**src/rtl/spi_menu_pkg.sv**
```systemverilog
package spi_menu_pkg;
  localparam int unsigned BUF_BYTES = 64;
  localparam int unsigned CNT_W     = $clog2(BUF_BYTES);

  localparam logic [4:0] A_CTRL    = 5'd0;
  localparam logic [4:0] A_STAT    = 5'd1;
  localparam logic [4:0] A_ADDR    = 5'd2;
  localparam logic [4:0] A_PREFIX  = 5'd3;
  localparam logic [4:0] A_MENU_LO = 5'd4;
  localparam logic [4:0] A_MENU_HI = 5'd5;
  localparam logic [4:0] A_TYPES   = 5'd6;
  localparam logic [4:0] A_LOCK    = 5'd7;
  localparam logic [4:0] A_BUF0    = 5'd16;

  typedef struct packed {
    logic             fast;
    logic             den;
    logic [CNT_W-1:0] cnt_m1;
    logic [2:0]       idx;
    logic             atom;
  } cmd_t;

  typedef enum logic [1:0] {PH_PRE, PH_OP, PH_ADDR, PH_DATA} phase_e;
endpackage

```
**src/rtl/spi_menu_regs.sv**
```systemverilog
module spi_menu_regs
  import spi_menu_pkg::*;
(
  input  logic             clk_i,
  input  logic             rst_ni,
  input  logic             we_i,
  input  logic [4:0]       addr_i,
  input  logic [31:0]      wdata_i,
  output logic [31:0]      rdata_o,
  input  logic             seq_busy_i,
  input  logic             done_set_i,
  input  logic             buf_we_i,
  input  logic [CNT_W-1:0] buf_idx_i,
  input  logic [7:0]       buf_wdata_i,
  output logic [7:0]       buf_rdata_o,
  output logic             start_o,
  output cmd_t             cmd_o,
  output logic [23:0]      faddr_o,
  output logic [7:0]       prefix_o,
  output logic [63:0]      menu_o,
  output logic [15:0]      types_o,
  output logic             busy_o,
  output logic             done_o,
  output logic             err_o,
  output logic             lock_o
);
  cmd_t        cmd_q;
  logic        start_q, done_q, err_q, lock_q;
  logic [23:0] faddr_q;
  logic [7:0]  prefix_q;
  logic [63:0] menu_q;
  logic [15:0] types_q;
  logic [7:0]  buf_q [BUF_BYTES];

  assign busy_o = seq_busy_i | start_q;

  always_ff @(posedge clk_i or negedge rst_ni) begin
    if (!rst_ni) begin
      cmd_q    <= '0;
      start_q  <= 1'b0;
      done_q   <= 1'b0;
      err_q    <= 1'b0;
      lock_q   <= 1'b0;
      faddr_q  <= '0;
      prefix_q <= '0;
      menu_q   <= '0;
      types_q  <= '0;
      for (int i = 0; i < BUF_BYTES; i++) buf_q[i] <= '0;
    end else begin
      start_q <= 1'b0;
      if (we_i && addr_i == A_STAT) begin
        if (wdata_i[1]) done_q <= 1'b0;
        if (wdata_i[2]) err_q  <= 1'b0;
      end
      if (done_set_i) done_q <= 1'b0 | 1'b1;
      if (we_i && addr_i == A_CTRL) begin
        if (busy_o) begin
          if (wdata_i[0]) err_q <= 1'b1;
        end else begin
          cmd_q.fast   <= wdata_i[15];
          cmd_q.den    <= wdata_i[14];
          cmd_q.cnt_m1 <= wdata_i[13:8];
          cmd_q.idx    <= wdata_i[6:4];
          cmd_q.atom   <= wdata_i[2];
          start_q      <= wdata_i[0];
        end
      end
      if (we_i && addr_i == A_ADDR)   faddr_q  <= wdata_i[23:0];
      if (we_i && addr_i == A_PREFIX) prefix_q <= wdata_i[7:0];
      if (we_i && !lock_q) begin
        if (addr_i == A_MENU_LO) menu_q[31:0]  <= wdata_i;
        if (addr_i == A_MENU_HI) menu_q[63:32] <= wdata_i;
        if (addr_i == A_TYPES)   types_q       <= wdata_i[15:0];
      end
      if (we_i && addr_i == A_LOCK && wdata_i[0]) lock_q <= 1'b1;
      if (we_i && addr_i[4]) begin
        for (int j = 0; j < 4; j++) buf_q[{addr_i[3:0], 2'(j)}] <= wdata_i[8*j +: 8];
      end
      // engine writes win over software
      if (buf_we_i) buf_q[buf_idx_i] <= buf_wdata_i;
    end
  end

  always_comb begin
    rdata_o = '0;
    if (addr_i[4]) begin
      rdata_o = {buf_q[{addr_i[3:0], 2'd3}], buf_q[{addr_i[3:0], 2'd2}],
                 buf_q[{addr_i[3:0], 2'd1}], buf_q[{addr_i[3:0], 2'd0}]};
    end else begin
      case (addr_i)
        A_CTRL:    rdata_o = {16'b0, cmd_q.fast, cmd_q.den, cmd_q.cnt_m1, 1'b0,
                              cmd_q.idx, 1'b0, cmd_q.atom, 2'b0};
        A_STAT:    rdata_o = {29'b0, err_q, done_q, busy_o};
        A_ADDR:    rdata_o = {8'b0, faddr_q};
        A_PREFIX:  rdata_o = {24'b0, prefix_q};
        A_MENU_LO: rdata_o = menu_q[31:0];
        A_MENU_HI: rdata_o = menu_q[63:32];
        A_TYPES:   rdata_o = {16'b0, types_q};
        A_LOCK:    rdata_o = {31'b0, lock_q};
        default:   rdata_o = '0;
      endcase
    end
  end

  assign buf_rdata_o = buf_q[buf_idx_i];
  assign start_o     = start_q;
  assign cmd_o       = cmd_q;
  assign faddr_o     = faddr_q;
  assign prefix_o    = prefix_q;
  assign menu_o      = menu_q;
  assign types_o     = types_q;
  assign done_o      = done_q;
  assign err_o       = err_q;
  assign lock_o      = lock_q;
endmodule

```
**src/rtl/spi_menu_shift.sv**
```systemverilog
module spi_menu_shift #(
  parameter int unsigned HW = 2
) (
  input  logic          clk_i,
  input  logic          rst_ni,
  input  logic          start_i,
  input  logic [7:0]    tx_i,
  input  logic [HW-1:0] half_i,
  input  logic          miso_i,
  output logic          done_o,
  output logic [7:0]    rx_o,
  output logic          sck_o,
  output logic          mosi_o
);
  logic          act_q, sck_q, done_q;
  logic [7:0]    sh_q, rx_q;
  logic [2:0]    bit_q;
  logic [HW-1:0] cnt_q, half_q;

  always_ff @(posedge clk_i or negedge rst_ni) begin
    if (!rst_ni) begin
      act_q  <= 1'b0;
      sck_q  <= 1'b0;
      done_q <= 1'b0;
      sh_q   <= '0;
      rx_q   <= '0;
      bit_q  <= '0;
      cnt_q  <= '0;
      half_q <= '0;
    end else begin
      done_q <= 1'b0;
      if (start_i) begin
        act_q  <= 1'b1;
        sck_q  <= 1'b0;
        sh_q   <= tx_i;
        bit_q  <= '0;
        cnt_q  <= '0;
        half_q <= half_i;
      end else if (act_q) begin
        if (cnt_q == half_q - HW'(1)) begin
          cnt_q <= '0;
          if (!sck_q) begin
            sck_q <= 1'b1;
            rx_q  <= {rx_q[6:0], miso_i};
          end else begin
            sck_q <= 1'b0;
            if (bit_q == 3'd7) begin
              act_q  <= 1'b0;
              done_q <= 1'b1;
            end else begin
              bit_q <= bit_q + 3'd1;
              sh_q  <= {sh_q[6:0], 1'b0};
            end
          end
        end else begin
          cnt_q <= cnt_q + HW'(1);
        end
      end
    end
  end

  assign done_o = done_q;
  assign rx_o   = rx_q;
  assign sck_o  = sck_q;
  assign mosi_o = sh_q[7];
endmodule

```
**src/rtl/spi_menu_seq.sv**
```systemverilog
module spi_menu_seq
  import spi_menu_pkg::*;
#(
  parameter int unsigned HW        = 2,
  parameter int unsigned HALF_SLOW = 3,
  parameter int unsigned HALF_FAST = 2,
  parameter int unsigned GAP_CLKS  = 2
) (
  input  logic             clk_i,
  input  logic             rst_ni,
  input  logic             start_i,
  input  cmd_t             cmd_i,
  input  logic [63:0]      menu_i,
  input  logic [15:0]      types_i,
  input  logic [23:0]      faddr_i,
  input  logic [7:0]       prefix_i,
  input  logic             fast_ok_i,
  input  logic [7:0]       buf_rdata_i,
  input  logic             sh_done_i,
  input  logic [7:0]       sh_rx_i,
  output logic             busy_o,
  output logic             done_o,
  output logic             cs_no,
  output logic             sh_start_o,
  output logic [7:0]       sh_tx_o,
  output logic [HW-1:0]    sh_half_o,
  output logic [CNT_W-1:0] buf_idx_o,
  output logic             buf_we_o,
  output logic [7:0]       buf_wdata_o
);
  localparam int unsigned GW = $clog2(GAP_CLKS + 1);

  typedef enum logic [2:0] {S_IDLE, S_LAUNCH, S_WAIT, S_GAP, S_END} state_e;

  state_e           st_q;
  phase_e           ph_q;
  logic [7:0]       op_q, pre_q;
  logic [1:0]       typ_q;
  logic [23:0]      fa_q;
  logic [CNT_W-1:0] cnt_m1_q, idx_q;
  logic             den_q, fast_q, cs_q;
  logic [GW-1:0]    gap_q;

  always_ff @(posedge clk_i or negedge rst_ni) begin
    if (!rst_ni) begin
      st_q     <= S_IDLE;
      ph_q     <= PH_OP;
      op_q     <= '0;
      pre_q    <= '0;
      typ_q    <= '0;
      fa_q     <= '0;
      cnt_m1_q <= '0;
      idx_q    <= '0;
      den_q    <= 1'b0;
      fast_q   <= 1'b0;
      cs_q     <= 1'b1;
      gap_q    <= '0;
    end else begin
      case (st_q)
        S_IDLE: if (start_i) begin
          op_q     <= menu_i[8*cmd_i.idx +: 8];
          typ_q    <= types_i[2*cmd_i.idx +: 2];
          fa_q     <= faddr_i;
          pre_q    <= prefix_i;
          cnt_m1_q <= cmd_i.cnt_m1;
          den_q    <= cmd_i.den;
          fast_q   <= cmd_i.fast & fast_ok_i;
          ph_q     <= cmd_i.atom ? PH_PRE : PH_OP;
          idx_q    <= '0;
          cs_q     <= 1'b0;
          st_q     <= S_LAUNCH;
        end
        S_LAUNCH: st_q <= S_WAIT;
        S_WAIT: if (sh_done_i) begin
          st_q <= S_LAUNCH;
          case (ph_q)
            PH_PRE: begin
              cs_q  <= 1'b1;
              gap_q <= '0;
              ph_q  <= PH_OP;
              st_q  <= S_GAP;
            end
            PH_OP: begin
              idx_q <= '0;
              if (typ_q[1]) ph_q <= PH_ADDR;
              else if (den_q) ph_q <= PH_DATA;
              else begin cs_q <= 1'b1; st_q <= S_END; end
            end
            PH_ADDR: begin
              if (idx_q == CNT_W'(2)) begin
                idx_q <= '0;
                if (den_q) ph_q <= PH_DATA;
                else begin cs_q <= 1'b1; st_q <= S_END; end
              end else idx_q <= idx_q + CNT_W'(1);
            end
            default: begin
              if (idx_q == cnt_m1_q) begin cs_q <= 1'b1; st_q <= S_END; end
              else idx_q <= idx_q + CNT_W'(1);
            end
          endcase
        end
        S_GAP: begin
          if (gap_q == GW'(GAP_CLKS - 1)) begin
            cs_q <= 1'b0;
            st_q <= S_LAUNCH;
          end else gap_q <= gap_q + GW'(1);
        end
        default: st_q <= S_IDLE;
      endcase
    end
  end

  always_comb begin
    case (ph_q)
      PH_PRE:  sh_tx_o = pre_q;
      PH_OP:   sh_tx_o = op_q;
      PH_ADDR: sh_tx_o = (idx_q[1:0] == 2'd0) ? fa_q[23:16] :
                         (idx_q[1:0] == 2'd1) ? fa_q[15:8] : fa_q[7:0];
      default: sh_tx_o = typ_q[0] ? buf_rdata_i : 8'h00;
    endcase
  end

  assign busy_o      = (st_q != S_IDLE);
  assign done_o      = (st_q == S_END);
  assign cs_no       = cs_q;
  assign sh_start_o  = (st_q == S_LAUNCH);
  assign sh_half_o   = fast_q ? HW'(HALF_FAST) : HW'(HALF_SLOW);
  assign buf_idx_o   = idx_q;
  assign buf_we_o    = (st_q == S_WAIT) && sh_done_i && (ph_q == PH_DATA) && !typ_q[0];
  assign buf_wdata_o = sh_rx_i;
endmodule

```
**src/rtl/spi_menu_engine.sv**
```systemverilog
module spi_menu_engine
  import spi_menu_pkg::*;
#(
  parameter int unsigned HALF_SLOW = 3,
  parameter int unsigned HALF_FAST = 2,
  parameter int unsigned GAP_CLKS  = 2
) (
  input  logic        clk_i,
  input  logic        rst_ni,
  input  logic        reg_we_i,
  input  logic [4:0]  reg_addr_i,
  input  logic [31:0] reg_wdata_i,
  output logic [31:0] reg_rdata_o,
  input  logic        fast_ok_i,
  output logic        sck_o,
  output logic        cs_no,
  output logic        mosi_o,
  input  logic        miso_i
);
  localparam int unsigned HMAX = (HALF_SLOW > HALF_FAST) ? HALF_SLOW : HALF_FAST;
  localparam int unsigned HW   = $clog2(HMAX + 1);

  cmd_t             cmd_w;
  logic             start_w, seq_busy_w, busy_w, done_set_w, done_w, err_w, lock_w;
  logic [23:0]      faddr_w;
  logic [7:0]       prefix_w, buf_rdata_w, buf_wdata_w, sh_tx_w, sh_rx_w;
  logic [63:0]      menu_w;
  logic [15:0]      types_w;
  logic [CNT_W-1:0] buf_idx_w;
  logic             buf_we_w, sh_start_w, sh_done_w;
  logic [HW-1:0]    sh_half_w;

  spi_menu_regs u_regs (
    .clk_i, .rst_ni,
    .we_i        (reg_we_i),
    .addr_i      (reg_addr_i),
    .wdata_i     (reg_wdata_i),
    .rdata_o     (reg_rdata_o),
    .seq_busy_i  (seq_busy_w),
    .done_set_i  (done_set_w),
    .buf_we_i    (buf_we_w),
    .buf_idx_i   (buf_idx_w),
    .buf_wdata_i (buf_wdata_w),
    .buf_rdata_o (buf_rdata_w),
    .start_o     (start_w),
    .cmd_o       (cmd_w),
    .faddr_o     (faddr_w),
    .prefix_o    (prefix_w),
    .menu_o      (menu_w),
    .types_o     (types_w),
    .busy_o      (busy_w),
    .done_o      (done_w),
    .err_o       (err_w),
    .lock_o      (lock_w)
  );

  spi_menu_seq #(
    .HW(HW), .HALF_SLOW(HALF_SLOW), .HALF_FAST(HALF_FAST), .GAP_CLKS(GAP_CLKS)
  ) u_seq (
    .clk_i, .rst_ni,
    .start_i     (start_w),
    .cmd_i       (cmd_w),
    .menu_i      (menu_w),
    .types_i     (types_w),
    .faddr_i     (faddr_w),
    .prefix_i    (prefix_w),
    .fast_ok_i   (fast_ok_i),
    .buf_rdata_i (buf_rdata_w),
    .sh_done_i   (sh_done_w),
    .sh_rx_i     (sh_rx_w),
    .busy_o      (seq_busy_w),
    .done_o      (done_set_w),
    .cs_no       (cs_no),
    .sh_start_o  (sh_start_w),
    .sh_tx_o     (sh_tx_w),
    .sh_half_o   (sh_half_w),
    .buf_idx_o   (buf_idx_w),
    .buf_we_o    (buf_we_w),
    .buf_wdata_o (buf_wdata_w)
  );

  spi_menu_shift #(.HW(HW)) u_shift (
    .clk_i, .rst_ni,
    .start_i (sh_start_w),
    .tx_i    (sh_tx_w),
    .half_i  (sh_half_w),
    .miso_i  (miso_i),
    .done_o  (sh_done_w),
    .rx_o    (sh_rx_w),
    .sck_o   (sck_o),
    .mosi_o  (mosi_o)
  );
endmodule

```
**config.mk**
```make
export PLATFORM = sky130hd
export DESIGN_NAME = spi_menu_engine
export DESIGN_NICKNAME = d
export VERILOG_FILES = /design/src/rtl/spi_menu_pkg.sv /design/src/rtl/spi_menu_regs.sv /design/src/rtl/spi_menu_shift.sv /design/src/rtl/spi_menu_seq.sv /design/src/rtl/spi_menu_engine.sv
export SDC_FILE = /design/constraint.sdc
export NUM_CORES = 2
export LEC_CHECK = 0
export BUFFER_PORTS_ARGS = -buffer_cell sky130_fd_sc_hd__clkbuf_2
export CAP_MARGIN = 40
export CORE_MARGIN = 1
export CORE_UTILIZATION = 40
export DETAILED_ROUTE_END_ITERATION = 12
export PLACE_DENSITY_LB_ADDON = 0.05
export SLEW_MARGIN = 0
export SYNTH_ARGS = -nofsm -noshare
export SYNTH_HDL_FRONTEND = slang
export SYNTH_SLANG_ARGS = --single-unit
```
**constraint.sdc**
```tcl
create_clock -name clk_i -period 2.4 [get_ports clk_i]
set_input_delay 0.36 -clock clk_i [delete_from_list [all_inputs] [get_ports clk_i]]
set_output_delay 0.36 -clock clk_i [all_outputs]
set_load 0.005 [all_outputs]
```
==> PnR_summary.wiki <==
{| class="wikitable"
! Metric !! Value
|-
| Placer Congestion || 0.9944
|-
| Net count of the mapped netlist || 4064
|-
| Cts bufs inserted || 89
|-
| Cell-by-cell listing of the critical path || mux4_2 > mux4_2 > a222oi_1 > buf_4 > inv_2 > clkbuf_2
|-
| Number of pins exceeding their max-slew limit in the final report || 0
|-
| First-pass GRT wire length || 277600 µm
|-
| Overflow after GRT || 0
|-
| Vias per cell || 6.133
|-
| Proportion of layout cells with a drive suffix above 1 || 0.3742
|-
| Post-Layout Cell Count || 6064
|-
| Synthesized-area fraction occupied by ao, oa, aoi and oai cells || 0.1256
|-
| Final Routed Wirelength || 196900 µm
|-
| Number of distinct library cells after synthesis || 69
|-
| Placed cells || 5758
|-
| Area share of and/or/nand/nor cells after synthesis || 0.09162
|-
| Overall Global Routing Usage || 0.3620
|-
| Cell types occupying the most area after synthesis || sky130_fd_sc_hd__dfrtp_1 43%, sky130_fd_sc_hd__mux2i_1 15%, sky130_fd_sc_hd__mux4_2 10%
|-
| Die height || 328.8 µm
|-
| Latest clock arrival within the worst-skew pair || 0.69 ns
|-
| Xor-xnor portion of the synthesized cell area || 0.002050
|-
| Number of endpoints failing setup at the final stage || 46
|-
| Ratio of total power to cell area || 736.3 nW/µm²
|-
| Main combinational cell family by area after synthesis || multiplexers
|-
| Largest net degree at the start of global routing || 76
|-
| Data arrival time of the worst path || 2.92 ns
|-
| TritonCTS clock tree || yes
|-
| Min Clock Period, post-route || 3.282 ns
|-
| Number of rows created at floorplan || 119
|-
| Crit end category || primary output
|-
| Worst hold path stage count || 3
|-
| Sequential area share after synthesis || 0.4276
|-
| DRC Markers || 14
|-
| Initial core utilization || 0.4048
|-
| Yosys top cell by area || sky130_fd_sc_hd__dfrtp_1
|-
| Number of global-route vias before repair || 35440
|-
| Most used cells in the layout excluding fill and tap cells || 650 x sky130_fd_sc_hd__dfrtp_1, 638 x sky130_fd_sc_hd__mux2i_1, 601 x sky130_fd_sc_hd__buf_4, 587 x sky130_fd_sc_hd__nand2_1, 525 x sky130_fd_sc_hd__o21ai_0
|-
| Number of enable flip-flop cells after synthesis || 0
|-
| Detailed Route Iter0 Violations || 4703
|-
| Violated checks || DRC, setup timing
|-
| Worst Tran Pin Value || 0.8953 ns
|-
| Max-cap violation count || 0
|-
| Crit start category || flop
|-
| Clock-pin transition on the worst setup and hold timing paths || 0.06 ns
|-
| Mapped Avg Cell Area || 10.66 µm²
|-
| Max incr delay on CP || 0.60 ns
|-
| Highest fanout seen on the critical path || 2
|-
| Main synth FF type || sky130_fd_sc_hd__dfrtp_1
|-
| Synthesis-to-layout area growth || 32.53%
|-
| Final Instance Area || 56630 µm²
|-
| Core box area || 105600 µm²
|-
| Number of instances in the synthesized netlist || 4009
|-
| Slack of the critical path || -0.8821 ns
|-
| Number of primary I/O pins || 77
|-
| Nets || 4662
|-
| Outcome || finished, violations left
|-
| Maximum clock path buffer count || 3
|-
| Crit share post-route || 1.368
|-
| Hpwl dp || 143200 µm
|-
| Data required time at the worst endpoint || 2.04 ns
|-
| Vias || 37190
|-
| Leakage || 22.08 nW
|-
| Most frequent cell on the critical path || sky130_fd_sc_hd__mux4_2
|-
| Min-delay src || fast_ok_i
|-
| Type of the most critical hold path || in2reg
|-
| Final hold slack || 0.1940 ns
|-
| Setup repair after global routing missed its margin || true
|-
| Drt wl/cell || 32.46 µm
|-
| Launching point of the worst reg2reg path || u_seq.buf_idx_o[2]
|-
| Number of buffer cells added on primary ports || 76
|-
| Worst-case reg-to-reg path depth || 11
|-
| Total placed instance area || 50190 µm²
|-
| Setup CP Type || reg2out
|-
| Final worst clock skew || 0.02706 ns
|-
| FMAX || 0.3047 GHz
|-
| Critical path buffer and inverter count || 3
|-
| Remaining max-slew budget at the tightest pin || 0.4031
|-
| Number of antenna violations at the first check in global routing || 9
|-
| Top cell type's share of synthesized area || 0.4263
|-
| Maximum level of the CTS H-tree || 3
|-
| Worst slack after detailed placement || -0.7554 ns
|-
| #FFs+latches synth || 730
|-
| DRT antenna net count || 0
|-
| Post-Synth Adder-Cell Area || 0.003807
|-
| Fraction of registers with async set/reset || 1.000
|-
| Hold Violations, Final || 0
|-
| Sink count of the clock tree || 730
|-
| Die width || 328.8 µm
|-
| Die Footprint || 108100 µm²
|-
| Startpoint of the worst setup timing path || u_regs.buf_q[326]
|-
| Maximum vdd ir drop || 874.3 µV
|-
| Critical path's slowest cell || sky130_fd_sc_hd__mux4_2
|-
| Most frequent standard cell in the layout excluding fill and tap cells || sky130_fd_sc_hd__dfrtp_1
|-
| Total Negative Setup Slacks || -20.09 ns
|-
| Syn Std Cell Area || 42730 µm²
|-
| Total stage count of the critical path || 6
|-
| Number of synthesis warnings || 0
|-
| Mux cell area share after synthesis || 0.3041
|-
| Root Buffer Master || sky130_fd_sc_hd__clkbuf_16
|-
| Top delay family on crit path || multiplexers
|-
| Length of the first detailed-routing pass in iterations || 12
|}
## power breakdown
part,switching [mW],total [mW],internal [mW]
sequential,2.99,17.6,14.6
combinational,5.12,10.4,5.29
clock,5.80,13.7,7.89
## path summary, 6_finish.rpt
kind / end / slack [ns]
setup / recovery: reg_rdata_o[30] / -0.88
hold / removal: u_seq.fast_q / 0.19
setup reg to reg: u_shift.sh_q[2] / -0.30
hold reg to reg: u_shift.half_q[0] / 0.48
max in group asynchronous: u_regs.buf_q[438] / 1.31
min in group asynchronous: u_regs.prefix_o[2] / 0.21
## layout make-up
cell class                      instances  area (µm²)
Sequential cell                       730       18370
Timing Repair Buffer                  917        9424
Multi-Input combinational cell       2843       24120
Inverter                               26       98.84
Tap cell                             1391        1740
Clock buffer                          127        2582
Fill cell                            9292       48930
Clock inverter                         26       280.3
Antenna cell                            4       10.01
## worst reg2reg max path, cell delays in order (launching register included)
cell and delay [ns]:
sky130_fd_sc_hd__dfrtp_4 0.50, sky130_fd_sc_hd__buf_12 0.18, sky130_fd_sc_hd__buf_16 0.17, sky130_fd_sc_hd__buf_6 0.12
sky130_fd_sc_hd__mux2i_1 0.13, sky130_fd_sc_hd__o22a_1 0.21, sky130_fd_sc_hd__buf_12 0.14, sky130_fd_sc_hd__a31oi_4 0.12
sky130_fd_sc_hd__a2111o_1 0.44, sky130_fd_sc_hd__nor4bb_2 0.28, sky130_fd_sc_hd__buf_4 0.20, sky130_fd_sc_hd__o31ai_1 0.07
## timing repair
| action | in CTS | in global routing |
|---|---|---|
| hold buffers | 2 | 0 |
| resized for setup | 306 | 205 |
| gates cloned | 19 | 9 |
| endpoints found under the setup margin | 110 | 236 |
| pin swaps | 69 | 71 |
| hold endpoints to repair | 158 | 0 |
| setup buffers | 98 | 36 |
## kinds of logic after synthesis
kind of cell / after synthesis
muxes: 1031
and+or+nand+nor: 895
AOI/OAI and AO/OA: 893
DFF: 730
buffers and inverters: 437
adders and majority gates: 13
xor gates and xnor gates: 10
## synth_stat cells, types with 5 or more instances
library cell	count
sky130_fd_sc_hd__a21oi_1	33
sky130_fd_sc_hd__a221o_1	14
sky130_fd_sc_hd__a221oi_1	49
sky130_fd_sc_hd__a222oi_1	35
sky130_fd_sc_hd__a22oi_1	34
sky130_fd_sc_hd__a31oi_1	52
sky130_fd_sc_hd__and3_1	5
sky130_fd_sc_hd__and4_1	18
sky130_fd_sc_hd__buf_1	49
sky130_fd_sc_hd__buf_2	187
sky130_fd_sc_hd__buf_4	14
sky130_fd_sc_hd__clkbuf_1	160
sky130_fd_sc_hd__dfrtp_1	728
sky130_fd_sc_hd__ha_1	13
sky130_fd_sc_hd__inv_1	24
sky130_fd_sc_hd__mux2_2	176
sky130_fd_sc_hd__mux2i_1	659
sky130_fd_sc_hd__mux4_2	196
sky130_fd_sc_hd__nand2_1	621
sky130_fd_sc_hd__nand2b_1	13
sky130_fd_sc_hd__nand3_1	24
sky130_fd_sc_hd__nand3b_1	8
sky130_fd_sc_hd__nand4_1	10
sky130_fd_sc_hd__nor2_1	113
sky130_fd_sc_hd__nor2_2	8
sky130_fd_sc_hd__nor2b_1	9
sky130_fd_sc_hd__nor3_1	9
sky130_fd_sc_hd__nor3b_1	5
sky130_fd_sc_hd__nor4b_1	16
sky130_fd_sc_hd__o21a_1	6
sky130_fd_sc_hd__o21ai_0	553
sky130_fd_sc_hd__o21ai_1	6
sky130_fd_sc_hd__o22a_1	28
sky130_fd_sc_hd__o22ai_1	38
sky130_fd_sc_hd__o31ai_1	17
sky130_fd_sc_hd__or3b_2	5
sky130_fd_sc_hd__xnor2_1	6
## through the flow
| step | power, mW | util |
|---|---|---|
| 3_3_place_gp | 26.68 | 0.4749 |
| 6_report | 41.70 | 0.5365 |
| 5_1_grt | 43.07 | 0.5364 |
| 4_1_cts | 41.17 | 0.5260 |
| 3_5_place_dp | 26.75 | 0.4755 |
| 2_1_floorplan | 21.01 | - |
## layer usage
metal	share of wire	track usage	wire length, µm	up-vias
li1	-	-	-	16020
met5	0.00020	0	40	-
met2	0.42	0.5072	81840	1930
met3	0.10	0.08949	19910	297
met1	0.43	0.5203	84490	18930
met4	0.054	0.1715	10590	6
## flip-flops by register name, indices dropped and copies added (netlist names), 8 cells and up
register,cells
u_seq.fa_q,24
u_regs.buf_q,512
u_shift.sh_q,8
u_regs.types_o,16
u_regs.cmd_o,12
u_regs.prefix_o,8
u_shift.rx_o,8
u_seq.op_q,8
u_regs.faddr_o,24
u_regs.menu_o,64
u_seq.pre_q,8
(Power assumes the default switching activity.)
